$ cat config.mk
export PLATFORM = sky130hd
export DESIGN_NAME = irq_aggregator
export DESIGN_NICKNAME = d
export VERILOG_FILES = /design/src/rtl/irq_aggregator.sv
export SDC_FILE = /design/constraint.sdc
export NUM_CORES = 1
export LEC_CHECK = 0
export ABC_CLOCK_PERIOD_IN_PS = 3200
export BUFFER_PORTS_ARGS = -buffer_cell sky130_fd_sc_hd__buf_4
export CORE_ASPECT_RATIO = 0.7
export CORE_MARGIN = 10
export CORE_UTILIZATION = 25
export DETAILED_ROUTE_END_ITERATION = 7
export GPL_TIMING_DRIVEN = 0
export PLACE_DENSITY = 0.54
export SYNTH_ARGS = -nofsm -noshare
export SYNTH_HDL_FRONTEND = slang
export SYNTH_SLANG_ARGS = --single-unit
$ cat constraint.sdc
create_clock -name clk -period 3.2 [get_ports clk]
set_input_delay 0.64 -clock clk [delete_from_list [all_inputs] [get_ports clk]]
set_output_delay 0.64 -clock clk [all_outputs]
set_load 0.05 [all_outputs]
$ cat src/rtl/irq_aggregator.sv
module irq_aggregator #(
  parameter int NQ = 4,
  parameter int DW = 32,
  parameter int AW = 4
) (
  input  logic          clk,
  input  logic          rst_n,
  input  logic [NQ-1:0] ev_txok,
  input  logic [NQ-1:0] ev_txdesc,
  input  logic [NQ-1:0] ev_txerr,
  input  logic [NQ-1:0] ev_txeol,
  input  logic [NQ-1:0] ev_txurn,
  input  logic [NQ-1:0] ev_cbrorn,
  input  logic [NQ-1:0] ev_cbrurn,
  input  logic [NQ-1:0] ev_trig,
  input  logic [8:0]    ev_misc,
  input  logic [1:0]    ev_rx,
  input  logic [AW-1:0] reg_addr,
  input  logic          reg_wr,
  input  logic [DW-1:0] reg_wdata,
  output logic [DW-1:0] reg_rdata,
  output logic          irq
);
  localparam int WP = 2 * NQ;
  localparam int W2 = NQ + 9;
  localparam int WM = NQ + 5;
  localparam int PB = 12;

  localparam logic [AW-1:0] A_PST = AW'(0), A_PMK = AW'(1), A_S0 = AW'(2), A_S1 = AW'(3),
                            A_S2 = AW'(4), A_S3 = AW'(5), A_S4 = AW'(6), A_SM2 = AW'(7),
                            A_GEN = AW'(8), A_PND = AW'(9);

  logic [WP-1:0] s0, s1, s3;
  logic [W2-1:0] s2;
  logic [NQ-1:0] s4;
  logic [1:0]    pdir;
  logic [PB-1:0] pmask, pstat;
  logic [WM-1:0] smask2;
  logic          gen;

  wire wp  = reg_wr && reg_addr == A_PST;
  wire [PB-1:0] pw = wp ? reg_wdata[PB-1:0] : '0;

  wire [NQ-1:0] s2_urn  = s2[NQ-1:0];
  wire [8:0]    s2_misc = s2[W2-1:NQ];
  wire          sum_urn = |(s2_urn & smask2[NQ-1:0]);
  wire          sum_hiu = |s2_misc[8:6];
  wire          sum_bcn = s2_misc[5] | |(s2_misc[4:0] & smask2[WM-1:NQ]);

  assign pstat = {pdir, |s4, |s3[WP-1:NQ], |s3[NQ-1:0], sum_bcn, sum_hiu, sum_urn,
                  |s1[WP-1:NQ], |s1[NQ-1:0], |s0[WP-1:NQ], |s0[NQ-1:0]};

  wire [WP-1:0] clr0 = ((reg_wr && reg_addr == A_S0) ? reg_wdata[WP-1:0] : '0)
                     | {{NQ{pw[1]}}, {NQ{pw[0]}}};
  wire [WP-1:0] clr1 = ((reg_wr && reg_addr == A_S1) ? reg_wdata[WP-1:0] : '0)
                     | {{NQ{pw[3]}}, {NQ{pw[2]}}};
  wire [WP-1:0] clr3 = ((reg_wr && reg_addr == A_S3) ? reg_wdata[WP-1:0] : '0)
                     | {{NQ{pw[8]}}, {NQ{pw[7]}}};
  wire [NQ-1:0] clr4 = ((reg_wr && reg_addr == A_S4) ? reg_wdata[NQ-1:0] : '0)
                     | {NQ{pw[9]}};
  wire [W2-1:0] clr2 = ((reg_wr && reg_addr == A_S2) ? reg_wdata[W2-1:0] : '0)
                     | {{3{pw[5]}}, {6{pw[6]}}, {NQ{pw[4]}}};

  always_ff @(posedge clk or negedge rst_n) begin
    if (!rst_n) begin
      s0 <= '0; s1 <= '0; s2 <= '0; s3 <= '0; s4 <= '0; pdir <= '0;
      pmask <= '0; smask2 <= '0; gen <= 1'b0;
    end else begin
      s0   <= (s0 & ~clr0) | {ev_txdesc, ev_txok};
      s1   <= (s1 & ~clr1) | {ev_txeol, ev_txerr};
      s2   <= (s2 & ~clr2) | {ev_misc, ev_txurn};
      s3   <= (s3 & ~clr3) | {ev_cbrurn, ev_cbrorn};
      s4   <= (s4 & ~clr4) | ev_trig;
      pdir <= (pdir & ~pw[11:10]) | ev_rx;
      if (reg_wr && reg_addr == A_PMK) pmask  <= reg_wdata[PB-1:0];
      if (reg_wr && reg_addr == A_SM2) smask2 <= reg_wdata[WM-1:0];
      if (reg_wr && reg_addr == A_GEN) begin
        if (reg_wdata == DW'(1))      gen <= 1'b1;
        else if (reg_wdata == '0)     gen <= 1'b0;
      end
    end
  end

  assign irq = gen && |(pstat & pmask);

  always_comb begin
    case (reg_addr)
      A_PST:   reg_rdata = DW'(pstat);
      A_PMK:   reg_rdata = DW'(pmask);
      A_S0:    reg_rdata = DW'(s0);
      A_S1:    reg_rdata = DW'(s1);
      A_S2:    reg_rdata = DW'(s2);
      A_S3:    reg_rdata = DW'(s3);
      A_S4:    reg_rdata = DW'(s4);
      A_SM2:   reg_rdata = DW'(smask2);
      A_GEN:   reg_rdata = DW'(gen);
      A_PND:   reg_rdata = DW'(irq);
      default: reg_rdata = '0;
    endcase
  end

  a_r2_event_sets: assert property (@(posedge clk) disable iff (!rst_n)
    (|ev_txok) |=> ((s0[NQ-1:0] & $past(ev_txok)) == $past(ev_txok)));
  a_r5_zero_write_keeps: assert property (@(posedge clk) disable iff (!rst_n)
    (reg_wr && reg_addr == A_S1 && reg_wdata == '0) |=> ((s1 & $past(s1)) == $past(s1)));
  a_r6_summary_clears: assert property (@(posedge clk) disable iff (!rst_n)
    (wp && reg_wdata[0] && ev_txok == '0) |=> !pstat[0]);
  a_r7_event_wins: assert property (@(posedge clk) disable iff (!rst_n)
    (reg_wr && reg_addr == A_S0 && reg_wdata[0] && ev_txok[0]) |=> s0[0]);
  a_r9_disable_drops: assert property (@(posedge clk) disable iff (!rst_n)
    (reg_wr && reg_addr == A_GEN && reg_wdata == '0) |=> !irq);
  a_r10_pending_tracks: assert property (@(posedge clk) disable iff (!rst_n)
    (reg_addr == A_PND) |-> (reg_rdata == DW'(irq)));
endmodule

==> impl_metrics.ini, run 1 <==
[outcome]
status = finished clean

[final_layout]
stdcell_count = 661
drive_gt1_frac = 0.4374
layout_commonest_cell = buf_4
final_cell_mix = buf_4, nand2_1, dfrtp_1, a31o_2, mux2_2
fillCellCount = 1446
area_growth_pct = 34.41
nNetsFinal = 549
diodes = 0

[global_route]
grt_usage = 0.1424
grt_pass1_wl_um = 21410
gr-total-overflow = 0
grt_pass1_vias = 3529
grt_max_degree = 66
antenna_found_initial = 0

[sta]
tightestPinTransition_ns = 1.027
rsz0062_at_grt = false
max_freq_ghz = 0.3251
hold_viol = 0
period_share = 0.9612
slew_viol_final = 0
skew_ns = 0
fin_crit_ns = 3.076
setup_viol_count_final = 0
finalSetupTns_ns = 0
slew_headroom = 0.3100
hold_ws_ns = 0.3993

[floorplanning]
io_pins = 115
fp.coreArea_um2 = 13920
row_count = 36
start_util = 0.2558
die_area_um2 = 19490
die_x_um = 162.6
die_h_um = 119.8

[cts]
cts_buffer_depth = 2
cts_resized = 0
root_buffer = clkbuf_16
cts.clk_slew.worst_paths_ns = 0.05
ctsHoldBuffers = 0
cts_tree = built
post-cts-setup-buffers = 0
cts.sink_count = 65
clk_latency_ns = 0.34
cts_buffers = 9
cts_max_level = 3

[setup_path]
cp.required_ns = 2.56
cp-start-kind = flop
path_class = reg2out
worstPathArrival_ns = 2.44
crit_fanout = 4
critPathCaptureType = output pin

[route]
drc = 0
drt-vias-per-instance = 5.100
num_vias = 3371
antenna_left = 0
first_iter_violations = 407
wl_per_cell_um = 21.33
wirelength_um = 14100
drtPass1Iterations = 5

[power_and_ir_drop]
p_leak_uw = 0.001903
power_per_cell_area_nw_per_um2 = 487.9
max-vdd-ir-drop_v = 0.0001989

[min_path]
min_path_type = in2async

[placed_design]
gp_congestion = 0.9220
portBuffers = 87
place_inst = 646
hpwl_um = 11030

[logic_synthesis]
netlist_area_um2 = 3560
ys_async_sr_fraction = 1.000
ys.flop_type = dfrtp_1
yosys_warnings = 0
synth_cell_types = 42
ys_seq_elements = 65
synthCells = 351
ys_seq_area_frac = 0.4569
synth-edff-count = 0
avgSynthCellArea_um2 = 10.14

[flow_run]
cap_violations = 0
cell families after synthesis:
logic type | count (synthesis) | synth area share
flip-flops | 65 | 0.4569
multiplexers | 27 | 0.08787
AND/OR/NAND/NOR | 125 | 0.1757
other | 1 | 0.001053
buffers and inverters | 45 | 0.07346
AO/OA/AOI/OAI | 88 | 0.2049
cell usage after synthesis (2+ instances only):
cell type / number / area share
nand3_1: 6 / 0.0084
a31o_2: 38 / 0.093
nand3b_1: 2 / 0.0042
or4_1: 4 / 0.0084
nor3_2: 3 / 0.0084
nor2_1: 3 / 0.0032
nor4_1: 9 / 0.016
mux2i_1: 2 / 0.0056
a22oi_1: 11 / 0.023
mux2_2: 24 / 0.076
dfrtp_1: 65 / 0.46
nor4b_1: 2 / 0.0049
clkbuf_1: 9 / 0.0095
nor3_1: 2 / 0.0028
nand2b_1: 2 / 0.0035
and2_1: 6 / 0.011
a21o_1: 5 / 0.011
inv_1: 4 / 0.0042
nand4_1: 6 / 0.011
a31oi_1: 2 / 0.0035
o21ai_0: 8 / 0.011
a22o_1: 5 / 0.012
buf_4: 21 / 0.044
o41ai_1: 4 / 0.0098
nor2_2: 2 / 0.0035
a222oi_1: 9 / 0.025
buf_2: 11 / 0.015
nand2_1: 72 / 0.076
critical path, stage by stage (launching register included):
cell and delay, ns:
dfrtp_1 0.43, or4_1 0.56, a222oi_1 0.43, nand4_1 0.22
a31o_1 0.27, buf_4 0.19
layer usage:
| metal | wire (um) | part of all wire | vias to the layer above | track usage |
|---|---|---|---|---|
| met2 | 6162 | 0.44 | 154 | 0.2073 |
| met5 | 0 | 0 | - | 0 |
| met4 | 62 | 0.0044 | 0 | 0.02697 |
| met3 | 1246 | 0.088 | 7 | 0.04611 |
| met1 | 6625 | 0.47 | 1691 | 0.2019 |
| li1 | - | - | 1519 | - |
path summary, 6_finish.rpt:
check / startpoint / depth (start not counted) / slack, ns / end
hold / removal: rst_n / 1 / 0.40 / s2[7]$_DFF_PN0_
max in group asynchronous: rst_n / 1 / 2.22 / pmask[10]$_DFFE_PN0P_
setup / recovery: s1[0]$_DFF_PN0_ / 5 / 0.12 / reg_rdata[0]
setup reg to reg: pmask[0]$_DFFE_PN0P_ / 1 / 2.39 / pmask[0]$_DFFE_PN0P_
min in group clk: ev_rx[1] / 2 / 0.48 / pdir[1]$_DFF_PN0_
hold reg to reg: s0[0]$_DFF_PN0_ / 1 / 0.53 / s0[0]$_DFF_PN0_
state kept, by name, summed over array words and instances, names as in the netlist:
signal	flops
smask2	9
s2	13
s3	8
gen	1
s1	8
pmask	12
pdir	2
s4	4
s0	8
area by class of cell:
type,instances,area [um2],area share
multi-input combinational,259,1739,0.3635
sequential,65,1627,0.3400
timing repair buffer,87,653.1,0.1365
buffer,41,249.0,0.05204
clock buffer,12,246.5,0.05152
tap,190,237.7,0.04969
clock inverter,3,17.52,0.003661
inverter,4,15.01,0.003138
through the flow:
stage / instance area, um2 / setup slack [ns] / power (uW) / util
3_3_place_gp: 4518 / 0.09253 / 1441 / 0.3246
6_report: 4785 / 0.1240 / 2335 / 0.3438
4_1_cts: 4782 / 0.1262 / 2351 / 0.3436
2_1_floorplan: 3627 / 0.2201 / 1255 / -
3_5_place_dp: 4518 / 0.1099 / 1449 / 0.3246
5_1_grt: 4785 / 0.05616 / 2442 / 0.3438
power breakdown:
group / total (uW) / internal [uW] / switching [uW]
clock network: 894 / 538 / 356
logic: 473 / 208 / 265
registers: 967 / 898 / 69.5
total: 2330 / 1640 / 691
Power figures use the tool's default switching activity.
==> inputs of run 2 (changes only) <==
PLACE_DENSITY = 0.51   (was 0.54)
==> run 2 against run 1 <==
Fmax is 0.57% lower. Power up 3.8%. Hold slack better by 0.031 ns. Count of clock-buffer cells in the layout up 1. Cell count up 0.15%. Critical path depth unchanged. Non-clock buffer count is the same. Clock power increased by 9.5%. Sequential power about the same. Largest power group is now clock.
==> impl_metrics.ini, run 2 (synthesized netlist as in run 1, its figures left out) <==
[floorplanning]
io_pins = 115
row_count = 36
die_area_um2 = 19490
start_util = 0.2558
fp.coreArea_um2 = 13920
die_h_um = 119.8
die_x_um = 162.6

[final_layout]
largest_register_ffs = 13
final_cell_mix = buf_4, nand2_1, dfrtp_1, a31o_2, mux2_2
diodes = 0
fin_util = 0.3456
top_register = s2
area_growth_pct = 35.15
drive_gt1_frac = 0.4364
layout_commonest_cell = buf_4
largestRegisters = s2 (13), pmask (12), smask2 (9)
nNetsFinal = 549

[setup_path]
cp-start-kind = flop
worstPathArrival_ns = 2.45
cp.required_ns = 2.56
crit_path_top_delay_cell = or4_1
cpPeakStageDelay_ns = 0.55
r2r-end = gen$_DFFE_PN0P_
crit_fanout = 4
r2r_slack_ns = 2.38
path_cells = or4_1, a222oi_1, nand4_1, a31o_1, buf_4
critPathCaptureType = output pin
r2r_start = gen$_DFFE_PN0P_
path_class = reg2out
rr_worst_depth = 1

[cts]
cts_tree = built
cts_max_level = 3
cts.sink_count = 65
cts_buffer_depth = 2
root_buffer = clkbuf_16
cts_buffers = 9
cts.clk_slew.worst_paths_ns = 0.05
clk_latency_ns = 0.33

[sta]
slew_headroom = 0.2768
max_freq_ghz = 0.3233
hold_viol = 0
rsz0062_at_grt = false
tightestPinTransition_ns = 1.077
skew_ns = 0
fin_crit_ns = 3.093
setup_viol_count_final = 0
slew_viol_final = 0
period_share = 0.9667
finalSetupTns_ns = 0

[route]
wl_met2_um = 5699
drc = 0
antenna_left = 0
drt-vias-per-instance = 5.162
met3_length_um = 1483
met1_length_um = 6954
drtPass1Iterations = 7
top_layer_used = met4
first_iter_violations = 391
wl_per_cell_um = 21.56
wirelength_um = 14270
num_vias = 3417

[global_route]
gr-total-overflow = 0
grt_max_degree = 66
grt_pass1_vias = 3518
grt_usage = 0.1437
antenna_found_initial = 0
grt_pass1_wl_um = 21440

[min_path]
min_path_type = in2async

[placed_design]
portBuffers = 87
gp_congestion = 0.8879
hpwl_um = 11090

[power_and_ir_drop]
p_leak_uw = 0.001919
power_per_cell_area_nw_per_um2 = 503.7
max-vdd-ir-drop_v = 0.0002848

[outcome]
status = finished clean

[flow_run]
cap_violations = 0
==> run 2: power breakdown <==
part	switching, uW	leakage [uW]	total, uW	internal (uW)
Clock	357	0.000144	979	622
Sequential	69.4	0.000656	967	898
Combinational	269	0.00112	477	208
Total	695	0.00192	2420	1730
==> run 2: how the worst max path moves through the flow <==
stage | endpoint | startpoint
finish | reg_rdata[0] | s1[0]$_DFF_PN0_
global placement | reg_rdata[1] | reg_addr[1]
CTS | reg_rdata[1] | reg_addr[1]
global route | reg_rdata[8] | reg_addr[2]
detailed placement | reg_rdata[1] | reg_addr[1]
floorplan | reg_rdata[8] | reg_addr[2]
==> run 2: final cells by class <==
| cell class | instances | area, um2 |
|---|---|---|
| well taps | 190 | 237.7 |
| clock inverters | 3 | 40.04 |
| clock buffers | 13 | 250.2 |
| inverters | 4 | 15.01 |
| multi-input cells | 259 | 1739 |
| flip-flops and latches | 65 | 1627 |
| repair buffers | 87 | 653.1 |
| fillers | 1424 | 9107 |
| plain buffers | 41 | 249.0 |
==> run 2: timing repair <==
action | CTS | global route
setup endpoints to repair | 0 | 2
setup buffers | 0 | 0
gates resized for setup | 0 | 4
hold buffers | 0 | 0
==> run 2: critical path: cells and delay by family, from the launching register on <==
kind            cells  cell delay (ns)
compound gates      2             0.71
simple gates        2             0.77
buf+inv             1             0.19
flops               1             0.44
==> run 2: through the flow <==
step	cells	hold slack, ns	worst slack (ns)	area, um2	total power [uW]
3_3_place_gp	646	0.5045	0.07979	4518	1442
4_1_cts	662	0.4643	0.05265	4808	2436
3_5_place_dp	646	0.5141	0.05444	4518	1450
2_1_floorplan	369	0.3444	0.2201	3627	1255
5_1_grt	662	0.4796	0.01272	4811	2524
6_report	662	0.4306	0.1065	4811	2423
==> run 2: routing by layer <==
layer,vias to the layer above,GRT usage
li1,1520,-
met1,1694,0.2121
met2,189,0.1912
met4,0,0.02584
met5,-,0
met3,14,0.05738
==> inputs of run 3 (changes only) <==
CORE_ASPECT_RATIO = not set   (was 0.7)
CORE_UTILIZATION = 55   (was 25)
PLACE_DENSITY = 0.92   (was 0.51)
==> run 3 against run 2 <==
Largest cell class unchanged. Setup slack got worse by 0.0040 ns. First-iteration DRC count is 13% higher. Critical endpoint unchanged. Cell count fell by 17%. Largest power group is now registers. Die area down 48%. Count of clock-buffer cells in the layout shrank 1. Highest routed layer unchanged. Wire length down 16%.
==> impl_metrics.ini, run 3 (synthesized netlist as in run 1, its figures left out) <==
[outcome]
status = finished clean

[floorplanning]
die_x_um = 100.5
io_pins = 115
die_h_um = 100.5
die_area_um2 = 10090
row_count = 29
fp.coreArea_um2 = 6314
start_util = 0.5638

[placed_design]
gp_congestion = 0.9477
portBuffers = 87
place_ws_ns = 0.2503
hpwl_um = 9030

[sta]
setup_viol_count_final = 0
skew_ns = 0
slew_headroom = 0.3843
max_freq_ghz = 0.3228
tightestPinTransition_ns = 0.9165
finalSetupTns_ns = 0
rsz0062_at_grt = false
fin_crit_ns = 3.097
period_share = 0.9679
slew_viol_final = 0
fin_ws_ns = 0.1026
hold_viol = 0

[power_and_ir_drop]
max-vdd-ir-drop_v = 0.0003519
p_total_uw = 2138
power.switching_uw = 638.4
power_per_cell_area_nw_per_um2 = 467.7
switching_share = 0.2985
p_seq_frac = 0.452
p_leak_uw = 0.001870
p_int_uw = 1500
clkPwrFrac = 0.331
power_frac_comb = 0.217

[cts]
cts_max_level = 3
cts.clk_slew.worst_paths_ns = 0.07
cts_resized = 0
clk_latency_ns = 0.35
cts_tree = built
cts_buffers = 9
cts.sink_count = 65
post-cts-setup-buffers = 0
cts_buffer_depth = 2
root_buffer = clkbuf_8
ctsHoldBuffers = 0

[min_path]
min_path_type = in2async

[route]
drtPass1Iterations = 7
wirelength_um = 12030
num_vias = 3436
antenna_left = 0
wl_per_cell_um = 21.95
first_iter_violations = 440
drt-vias-per-instance = 6.270
drc = 0

[flow_run]
cap_violations = 0

[final_layout]
multi_input_area_um2 = 1739
layout_commonest_cell = buf_4
drive_gt1_frac = 0.4352
largest_register_ffs = 13
diodes = 0
area_growth_pct = 28.44
largestRegisters = s2 (13), pmask (12), smask2 (9)
seq_area_um2 = 1627
top_register = s2
final_cell_mix = buf_4, nand2_1, dfrtp_1, a31o_2, mux2_2
nNetsFinal = 549
fillCellCount = 485

[global_route]
grt_usage = 0.2300
grt_max_degree = 66
grt_pass1_vias = 3476
antenna_found_initial = 0
gr-total-overflow = 0
grt_pass1_wl_um = 18430

[setup_path]
cp.required_ns = 2.56
worstPathArrival_ns = 2.46
crit_fanout = 3
path_class = reg2out
critPathCaptureType = output pin
cp-start-kind = flop
run 3: changes by cell type in the layout (fill, tap and decap cells not counted):
cell,previous run,this run
clkbuf_8,1,11
clkbuf_16,9,0
clkbuf_2,2,0
run 3: cell type report:
cell class / instances / area share
buffer: 41 / 0.05391
timing repair buffer: 87 / 0.1429
clock inverter: 3 / 0.008758
clock buffer: 12 / 0.03394
multi-input combinational: 259 / 0.3804
inverter: 4 / 0.003284
tap: 77 / 0.02107
sequential: 65 / 0.3558
run 3: worst max-delay path: stages (launching register included):
cell and delay (ns):
dfrtp_1 0.42, or4_4 0.56, a22o_1 0.27, a221oi_2 0.19, nand4_1 0.20, a31o_1 0.28
buf_4 0.19
run 3: final timing paths:
kind	from	end	slack, ns	cells after the start
worst max-delay path	s3[1]$_DFF_PN0_	reg_rdata[0]	0.10	6
worst min-delay path	rst_n	s4[2]$_DFF_PN0_	0.37	1
worst max register to register	pmask[0]$_DFFE_PN0P_	pmask[0]$_DFFE_PN0P_	2.40	1
worst min register to register	s0[0]$_DFF_PN0_	s0[0]$_DFF_PN0_	0.52	1
max in group asynchronous	rst_n	smask2[6]$_DFFE_PN0P_	2.28	1
min in group clk	ev_rx[1]	pdir[1]$_DFF_PN0_	0.46	2
run 3: power groups by stage:
| stage | registers (uW) | logic (uW) | clock network (uW) |
|---|---|---|---|
| 6_report | 967 | 464 | 707 |
| 2_1_floorplan | 953 | 302 | 0 |
| 4_1_cts | 961 | 461 | 704 |
| 5_1_grt | 972 | 496 | 747 |
| 3_5_place_dp | 975 | 458 | 0 |
| 3_3_place_gp | 972 | 450 | 0 |
run 3: through the flow:
stage                     area [um2]  hold slack [ns]    util  instances
after floorplan                 3627           0.3444       -        369
after global placement          4377           0.4812  0.6932        533
after detailed placement        4377           0.5002  0.6932        533
after CTS                       4572           0.4153  0.7241        548
after global routing            4572           0.4287  0.7241        548
final                           4572           0.3748  0.7241        548
run 3: metal layers:
metal	part of all wire	up-vias	wire length (um)	track usage
li1	-	1513	-	-
met1	0.38	1622	4592	0.2849
met2	0.47	268	5694	0.3576
met3	0.12	33	1413	0.07819
met4	0.027	0	327	0.09674
met5	0	-	0	0
